$ cat src/rtl/swr_pkg.sv
package swr_pkg;

    typedef enum logic [1:0] {
        RX_IDLE,
        RX_START,
        RX_DATA,
        RX_STOP
    } chr_state_t;

    typedef enum logic [2:0] {
        ST_IDLE,
        ST_ECHO,
        ST_WAIT,
        ST_COLLECT,
        ST_DONE
    } seq_state_t;

endpackage

$ cat src/rtl/swr_char_rx.sv
module swr_char_rx
    import swr_pkg::*;
#(
    parameter int CLKS_PER_BIT = 8
) (
    input  logic       clk,
    input  logic       rst_n,
    input  logic       line_i,
    output logic       busy_o,
    output logic       chr_valid_o,
    output logic [6:0] chr_data_o,
    output logic       chr_ferr_o
);
    localparam int CW   = $clog2(CLKS_PER_BIT) + 1;
    localparam int HALF = CLKS_PER_BIT / 2;

    logic [2:0]   sync_q;
    logic         rx_now, rx_prev;
    chr_state_t   state_q, state_d;
    logic [CW-1:0] tick_q;
    logic [2:0]   bit_q;
    logic [7:0]   shift_q;
    logic         period_end;

    assign rx_now  = sync_q[1];
    assign rx_prev = sync_q[2];
    assign busy_o  = (state_q != RX_IDLE);

    always_comb begin
        if (state_q == RX_START) period_end = (tick_q == CW'(HALF - 1));
        else                     period_end = (tick_q == CW'(CLKS_PER_BIT - 1));
    end

    always_ff @(posedge clk or negedge rst_n) begin
        if (!rst_n) sync_q <= 3'b111;
        else        sync_q <= {sync_q[1:0], line_i};
    end

    always_ff @(posedge clk or negedge rst_n) begin
        if (!rst_n) state_q <= RX_IDLE;
        else        state_q <= state_d;
    end

    always_comb begin
        state_d = state_q;
        unique case (state_q)
            RX_IDLE:  if (!rx_now && rx_prev) state_d = RX_START;
            RX_START: if (period_end) state_d = rx_now ? RX_IDLE : RX_DATA;
            RX_DATA:  if (period_end && bit_q == 3'd7) state_d = RX_STOP;
            RX_STOP:  if (period_end) state_d = RX_IDLE;
            default:  state_d = RX_IDLE;
        endcase
    end

    always_ff @(posedge clk or negedge rst_n) begin
        if (!rst_n) begin
            tick_q      <= '0;
            bit_q       <= '0;
            shift_q     <= '0;
            chr_valid_o <= 1'b0;
            chr_data_o  <= '0;
            chr_ferr_o  <= 1'b0;
        end else begin
            chr_valid_o <= 1'b0;
            if (state_q == RX_IDLE || period_end) tick_q <= '0;
            else                                  tick_q <= tick_q + 1'b1;
            unique case (state_q)
                RX_IDLE:  bit_q <= '0;
                RX_START: bit_q <= '0;
                RX_DATA: begin
                    if (period_end) begin
                        shift_q <= {rx_now, shift_q[7:1]};
                        bit_q   <= bit_q + 1'b1;
                    end
                end
                RX_STOP: begin
                    if (period_end) begin
                        chr_valid_o <= 1'b1;
                        chr_data_o  <= shift_q[6:0];
                        chr_ferr_o  <= !rx_now;
                    end
                end
                default: bit_q <= '0;
            endcase
        end
    end

    AST_CHR_PULSE: assert property (@(posedge clk) disable iff (!rst_n)
        chr_valid_o |=> !chr_valid_o);

    AST_CHR_AFTER_STOP: assert property (@(posedge clk) disable iff (!rst_n)
        chr_valid_o |-> $past(state_q == RX_STOP));

endmodule

$ cat src/rtl/swr_packer.sv
module swr_packer (
    input  logic       clk,
    input  logic       rst_n,
    input  logic       clr_i,
    input  logic       sym_valid_i,
    input  logic       sym_bit_i,
    output logic       byte_valid_o,
    output logic [7:0] byte_o
);
    logic [2:0] idx_q;
    logic [7:0] sh_q;
    logic [7:0] sh_next;

    assign sh_next = {sym_bit_i, sh_q[7:1]};

    always_ff @(posedge clk or negedge rst_n) begin
        if (!rst_n) begin
            idx_q        <= '0;
            sh_q         <= '0;
            byte_valid_o <= 1'b0;
            byte_o       <= '0;
        end else begin
            byte_valid_o <= 1'b0;
            if (clr_i) begin
                idx_q <= '0;
            end else if (sym_valid_i) begin
                sh_q  <= sh_next;
                idx_q <= idx_q + 1'b1;
                if (idx_q == 3'd7) begin
                    byte_valid_o <= 1'b1;
                    byte_o       <= sh_next;
                end
            end
        end
    end

    AST_BYTE_AFTER_SYM: assert property (@(posedge clk) disable iff (!rst_n)
        byte_valid_o |-> $past(sym_valid_i));

endmodule

$ cat src/rtl/swr_gap_timer.sv
module swr_gap_timer #(
    parameter int GAP_CYCLES      = 192,
    parameter int FAILSAFE_CYCLES = 4000
) (
    input  logic clk,
    input  logic rst_n,
    input  logic clear_i,
    input  logic run_i,
    input  logic short_i,
    output logic expired_o
);
    localparam int LMAX = (GAP_CYCLES > FAILSAFE_CYCLES) ? GAP_CYCLES : FAILSAFE_CYCLES;
    localparam int TW   = $clog2(LMAX + 1);

    logic [TW-1:0] cnt_q;
    logic [TW-1:0] lim;

    assign lim       = short_i ? TW'(GAP_CYCLES - 1) : TW'(FAILSAFE_CYCLES - 1);
    assign expired_o = run_i && !clear_i && (cnt_q >= lim);

    always_ff @(posedge clk or negedge rst_n) begin
        if (!rst_n)                 cnt_q <= '0;
        else if (clear_i || !run_i) cnt_q <= '0;
        else if (cnt_q < lim)       cnt_q <= cnt_q + 1'b1;
    end

    AST_EXPIRE_AFTER_QUIET: assert property (@(posedge clk) disable iff (!rst_n)
        expired_o |-> $past(!clear_i));

endmodule

$ cat src/rtl/swr_bitsym_rx.sv
module swr_bitsym_rx
    import swr_pkg::*;
#(
    parameter int CLKS_PER_BIT    = 8,
    parameter int GAP_BITS        = 24,
    parameter int ECHO_CHARS      = 8,
    parameter int MAX_BYTES       = 16,
    parameter int FAILSAFE_CYCLES = 4000
) (
    input  logic                           clk,
    input  logic                           rst_n,
    input  logic                           line_i,
    input  logic                           start_i,
    output logic [7:0]                     rsp_data_o,
    output logic                           rsp_valid_o,
    output logic                           rsp_last_o,
    output logic                           done_o,
    output logic [$clog2(MAX_BYTES+1)-1:0] rsp_count_o,
    output logic                           frame_err_o
);
    localparam int GAP_CYCLES = GAP_BITS * CLKS_PER_BIT;
    localparam int CNT_W      = $clog2(MAX_BYTES + 1);
    localparam int EW         = $clog2(ECHO_CHARS + 1);

    seq_state_t state_q, state_d;

    logic       rx_busy, chr_valid, chr_ferr;
    logic [6:0] chr_data;
    logic       sym_bit, sym_valid;
    logic       byte_valid;
    logic [7:0] byte_data;
    logic       expired, tmr_run, tmr_clear, tmr_short;
    logic [EW-1:0] echo_q;
    logic       pend_vld_q;
    logic [7:0] pend_q;
    logic       in_rsp;

    swr_char_rx #(.CLKS_PER_BIT(CLKS_PER_BIT)) u_chr (
        .clk         (clk),
        .rst_n       (rst_n),
        .line_i      (line_i),
        .busy_o      (rx_busy),
        .chr_valid_o (chr_valid),
        .chr_data_o  (chr_data),
        .chr_ferr_o  (chr_ferr)
    );

    assign sym_bit   = ((chr_data ^ 7'h7F) < 7'd2);
    assign in_rsp    = (state_q == ST_WAIT) || (state_q == ST_COLLECT);
    assign sym_valid = chr_valid && in_rsp;

    swr_packer u_pack (
        .clk          (clk),
        .rst_n        (rst_n),
        .clr_i        (state_q == ST_IDLE),
        .sym_valid_i  (sym_valid),
        .sym_bit_i    (sym_bit),
        .byte_valid_o (byte_valid),
        .byte_o       (byte_data)
    );

    assign tmr_run   = (state_q == ST_ECHO) || in_rsp;
    assign tmr_clear = rx_busy || chr_valid;
    assign tmr_short = (state_q == ST_COLLECT);

    swr_gap_timer #(
        .GAP_CYCLES      (GAP_CYCLES),
        .FAILSAFE_CYCLES (FAILSAFE_CYCLES)
    ) u_tmr (
        .clk       (clk),
        .rst_n     (rst_n),
        .clear_i   (tmr_clear),
        .run_i     (tmr_run),
        .short_i   (tmr_short),
        .expired_o (expired)
    );

    // state register
    always_ff @(posedge clk or negedge rst_n) begin
        if (!rst_n) state_q <= ST_IDLE;
        else        state_q <= state_d;
    end

    // transitions
    always_comb begin
        state_d = state_q;
        unique case (state_q)
            ST_IDLE:    if (start_i) state_d = ST_ECHO;
            ST_ECHO: begin
                if (expired) state_d = ST_DONE;
                else if (chr_valid && echo_q == EW'(ECHO_CHARS - 1)) state_d = ST_WAIT;
            end
            ST_WAIT: begin
                if (expired)        state_d = ST_DONE;
                else if (chr_valid) state_d = ST_COLLECT;
            end
            ST_COLLECT: if (expired) state_d = ST_DONE;
            ST_DONE:    state_d = ST_IDLE;
            default:    state_d = ST_IDLE;
        endcase
    end

    // outputs and per-response storage
    always_ff @(posedge clk or negedge rst_n) begin
        if (!rst_n) begin
            rsp_data_o  <= '0;
            rsp_valid_o <= 1'b0;
            rsp_last_o  <= 1'b0;
            done_o      <= 1'b0;
            rsp_count_o <= '0;
            frame_err_o <= 1'b0;
            echo_q      <= '0;
            pend_vld_q  <= 1'b0;
            pend_q      <= '0;
        end else begin
            rsp_valid_o <= 1'b0;
            rsp_last_o  <= 1'b0;
            done_o      <= 1'b0;
            unique case (state_q)
                ST_IDLE: begin
                    echo_q <= '0;
                    if (start_i) begin
                        rsp_count_o <= '0;
                        frame_err_o <= 1'b0;
                        pend_vld_q  <= 1'b0;
                    end
                end
                ST_ECHO: begin
                    if (chr_valid) echo_q <= echo_q + 1'b1;
                end
                ST_WAIT, ST_COLLECT: begin
                    if (chr_valid && chr_ferr) frame_err_o <= 1'b1;
                    if (byte_valid && rsp_count_o < CNT_W'(MAX_BYTES)) begin
                        if (pend_vld_q) begin
                            rsp_data_o  <= pend_q;
                            rsp_valid_o <= 1'b1;
                        end
                        pend_q      <= byte_data;
                        pend_vld_q  <= 1'b1;
                        rsp_count_o <= rsp_count_o + 1'b1;
                    end
                end
                ST_DONE: begin
                    done_o <= 1'b1;
                    if (pend_vld_q) begin
                        rsp_data_o  <= pend_q;
                        rsp_valid_o <= 1'b1;
                        rsp_last_o  <= 1'b1;
                        pend_vld_q  <= 1'b0;
                    end
                end
                default: begin
                    pend_vld_q <= 1'b0;
                end
            endcase
        end
    end

    AST_LAST_WITH_DONE: assert property (@(posedge clk) disable iff (!rst_n)
        rsp_last_o |-> (rsp_valid_o && done_o));

    AST_DONE_PULSE: assert property (@(posedge clk) disable iff (!rst_n)
        done_o |=> !done_o);

    AST_COUNT_CAP: assert property (@(posedge clk) disable iff (!rst_n)
        rsp_count_o <= CNT_W'(MAX_BYTES));

    AST_ECHO_SILENT: assert property (@(posedge clk) disable iff (!rst_n)
        (state_q == ST_ECHO) |-> !rsp_valid_o);

    AST_IDLE_NO_BYTES: assert property (@(posedge clk) disable iff (!rst_n)
        (state_q == ST_IDLE && $past(state_q == ST_IDLE)) |-> !rsp_valid_o);

endmodule

$ cat config.mk
export PLATFORM = sky130hd
export DESIGN_NAME = swr_bitsym_rx
export DESIGN_NICKNAME = d
export VERILOG_FILES = /design/src/rtl/swr_pkg.sv /design/src/rtl/swr_char_rx.sv /design/src/rtl/swr_packer.sv /design/src/rtl/swr_gap_timer.sv /design/src/rtl/swr_bitsym_rx.sv
export SDC_FILE = /design/constraint.sdc
export NUM_CORES = 1
export LEC_CHECK = 0
export ABC_AREA = 1
export BUFFER_PORTS_ARGS = -buffer_cell sky130_fd_sc_hd__buf_2
export CAP_MARGIN = 40
export CORE_ASPECT_RATIO = 0.8
export CORE_MARGIN = 2
export CORE_UTILIZATION = 30
export DETAILED_ROUTE_END_ITERATION = 16
export PLACE_DENSITY = 0.56
export SKIP_LAST_GASP = 1
export SYNTH_ARGS = -nofsm -noshare
export SYNTH_HDL_FRONTEND = slang
export SYNTH_SLANG_ARGS = --single-unit
$ cat constraint.sdc
create_clock -name clk -period 2.29 [get_ports clk]
set_input_delay 0.3435 -clock clk [delete_from_list [all_inputs] [get_ports clk]]
set_output_delay 0.3435 -clock clk [all_outputs]
set_load 0.02 [all_outputs]
==> impl_results.md <==
- Min-Delay Path Class: in -> async
- Die Area: approximately 15000 sq um
- # clock sinks: 91
- Detailed Routing Iterations Pass 1: 4
- Post-Synth Simple-Gate Area: 20.7%
- Largest net degree at the start of global routing: 45
- Fin Hold WS: -0.00185 ns
- Reg2Reg Depth: 15
- CTS root buf: clkbuf_16
- # diodes: 0
- Post-synth top area share: 53.2%
- Synth area leaders: dfrtp_1 53%, nand2_1 7.6%, inv_1 4.9%
- Site Rows: 38
- Fmax: about 470 MHz
- TritonCTS Buffers: 9
- Worst path required time: 2.57 ns
- Post-route cell area: 4850 sq um
- Wire per inst: 11.7 um
- Hold buffer count at cts: 0
- Synth Instances: ~430
- Max-cap viol count: 0
- Fillers: 1360
- Synth Area in XOR/XNOR: 1.06%
- Clock slew at reported path FFs: approximately 0.060 ns
- Most common cell after layout, fill and taps aside: dfrtp_1
- Power Density: 853 nW/um^2
- Lkg Pwr: 2.37 nW
- Outcome: complete, but fails checks
- Tot GR Track Use: a little under an eighth
- Register area: 2280 sq um
- Area of placed instances: ~4500 sq um
- Yosys warnings: 0
- Chip height: 109 um
- # setup viols final: 0
- Synth cell types: 36
- HPWL Detailed: 5430 um
- Tot Pwr: ~4.1 mW
- Synthesized cell area: 4140 sq um
- Mux share of post-synthesis cell area: 4.35%
- Register area share after synthesis: 55.1%
- Worst r2r src: state_q[1]
- Critical Path Sink Type: register
- Iter 0 DRT Violations: between 100 and 150
- Failing checks: negative hold slack
- Routability Congestion: between 0.8 and 0.9
- #FFs+latches synth: 91
- Fin nets: 489
- Share of cells above drive strength 1: 20.2%
- CTS tree: built
- Post-synthesis compound-gate area fraction: 8.68%
- Die X: 135 um
- Worst-skew pair later-pin latency: roughly 0.34 ns
- Starting Density: 30.6%
- WL final: 7640 um
- # DRC: 0
- Startpoint types: register
- Final core occ: roughly 36%
- Avg Cell Area, Syn: 9.56 sq um
- Yosys top cell by area: dfrtp_1
- Hold violation count in the final report: 1
- Crit Path Max Fanout: 10
- Commonest cells after routing, fill and taps aside: 88 x dfrtp_1, 84 x nand2_1, 52 x inv_1
- Synth-to-Final Area Change: 17.3%
- Htree depth: 3
- Post-route ant nets: 0
- Antenna violations before repair: 0
- Worst relative slew slack: 61.5%
- Clock Path Buffers: 2
- Worst vdd ir: 417 uV
- CP Data Arrival Time: 2.40 ns
- Max-slew violation count: 0
- Io pins: 21
- Core footprint: 13500 sq um
- Fin crit share: between 90% and 100%
- Worst Tran Pin Value: between 0.5 and 0.6 ns
- Net Count, Synth: 450
- Multi-input gate area: 1640 sq um
- Post-synthesis adder-cell area fraction: 3.93%
- Routed vias/inst: 4.43
- Vias in the first global route: 2809
- Largest family of logic cells by synthesized area: simple AND/OR/NAND/NOR gates
- Fin crit period: 2.13 ns
- Final Skew: 0.0102 ns
- Critical R2R Capture: state_q[1]
- Crit path kind: reg -> reg
- Grt ovf: 0
- First-pass GRT wire length: 13500 um
- Vias after detailed routing: 2904
- Setup slack, reg-to-reg: 0.16 ns
- PortBufs: 20
-- through the flow --
stage,setup TNS [ns],cells,setup WS (ns)
CTS,0,651,0.0263
finish,0,656,0.161
detailed placement,-0.0340,636,-0.0184
floorplan,0,433,0.0340
global placement,0,636,0.0987
global route,-0.0198,656,-0.0151
-- how the worst max path moves through the flow --
stage | from | endpoint | slack, ns | cells past startpoint
after detailed placement | state_q[1] | state_q[0] | -0.02 | 14
after global placement | state_q[1] | state_q[1] | 0.1 | 14
after CTS | state_q[1] | state_q[1] | 0.03 | 15
after global routing | state_q[1] | state_q[1] | -0.02 | 15
final | state_q[1] | state_q[1] | 0.16 | 15
after floorplan | state_q[2] | state_q[0] | 0.03 | 13
-- worst max-delay path: stages (launching register included) --
cell     delay (ns)
dfrtp_1        0.40
inv_2          0.06
nor2_4         0.09
inv_2          0.05
nor2_4         0.17
inv_2          0.05
ha_1           0.27
nand2_1        0.04
nor2_1         0.12
nand3_2        0.11
nand3_4        0.15
nand2_8        0.09
a21oi_4        0.20
buf_4          0.13
nand4_1        0.06
nand2_1        0.08
-- sequential cells by signal, summed over array words and instances (netlist names), 3 cells and up, named ones only --
signal and flops:
echo_q 4, rsp_count_o 5, u_pack.byte_o 8, u_pack.sh_q 7
state_q 3, u_chr.tick_q 4, u_chr.sync_q 3, u_chr.chr_data_o 6
pend_q 8, u_pack.idx_q 3, rsp_data_o 8, u_chr.shift_q 7
u_chr.bit_q 3, u_tmr.cnt_q 12
-- layer usage --
metal,GRT usage [%],up-vias,share of wire (%)
met5,0,-,0
met4,4.02,0,1.5
met3,3.35,14,3.4
met2,16.9,33,43
met1,16.3,1363,52
li1,-,1494,-
-- Yosys cell counts --
master	count
a21oi_1	10
a21oi_4	2
a22o_1	2
a31oi_1	1
buf_2	1
buf_4	3
buf_6	1
clkbuf_1	1
dfrtp_1	88
dfstp_2	3
ha_1	13
inv_1	54
inv_2	3
mux2_2	16
nand2_1	84
nand2_2	3
nand2_4	2
nand3_1	19
nand3_2	2
nand3_4	1
nand3b_1	1
nand4_1	13
nand4_2	1
nor2_1	38
nor2_2	2
nor2_4	4
nor3_1	8
nor3_2	1
nor3b_1	1
o21ai_0	24
o21ai_1	22
o21bai_1	1
o31ai_1	2
or2_1	1
xnor2_1	1
xor2_1	4
-- power by group --
| group | switching, mW | internal (mW) |
|---|---|---|
| clock network | 0.638 | 0.741 |
| registers | 0.113 | 1.72 |
| logic | 0.590 | 0.335 |
| total | 1.34 | 2.80 |
-- cell families after synthesis --
kind of cell    count (synthesis)
buf+inv                        63
mux                            16
xor+xnor                        5
flops                          91
fa+ha+maj                      13
simple gates                  181
compound gates                 64
-- area by class of cell --
class                   instances  area share [%]
clock buffers                   9            4.64
clock inverters                 6           0.980
inverters                      57            4.41
multi-input cells             279            33.8
flip-flops and latches         91            47.0
well taps                     180            4.64
repair buffers                 34            4.54
-- what timing repair did --
item,4_1_cts,5_1_grt
setup buffers,0,5
resized for setup,1,8
pin swaps,0,5
endpoints found under the setup margin,5,10
Note: power is estimated with default switching activity, not from simulation.
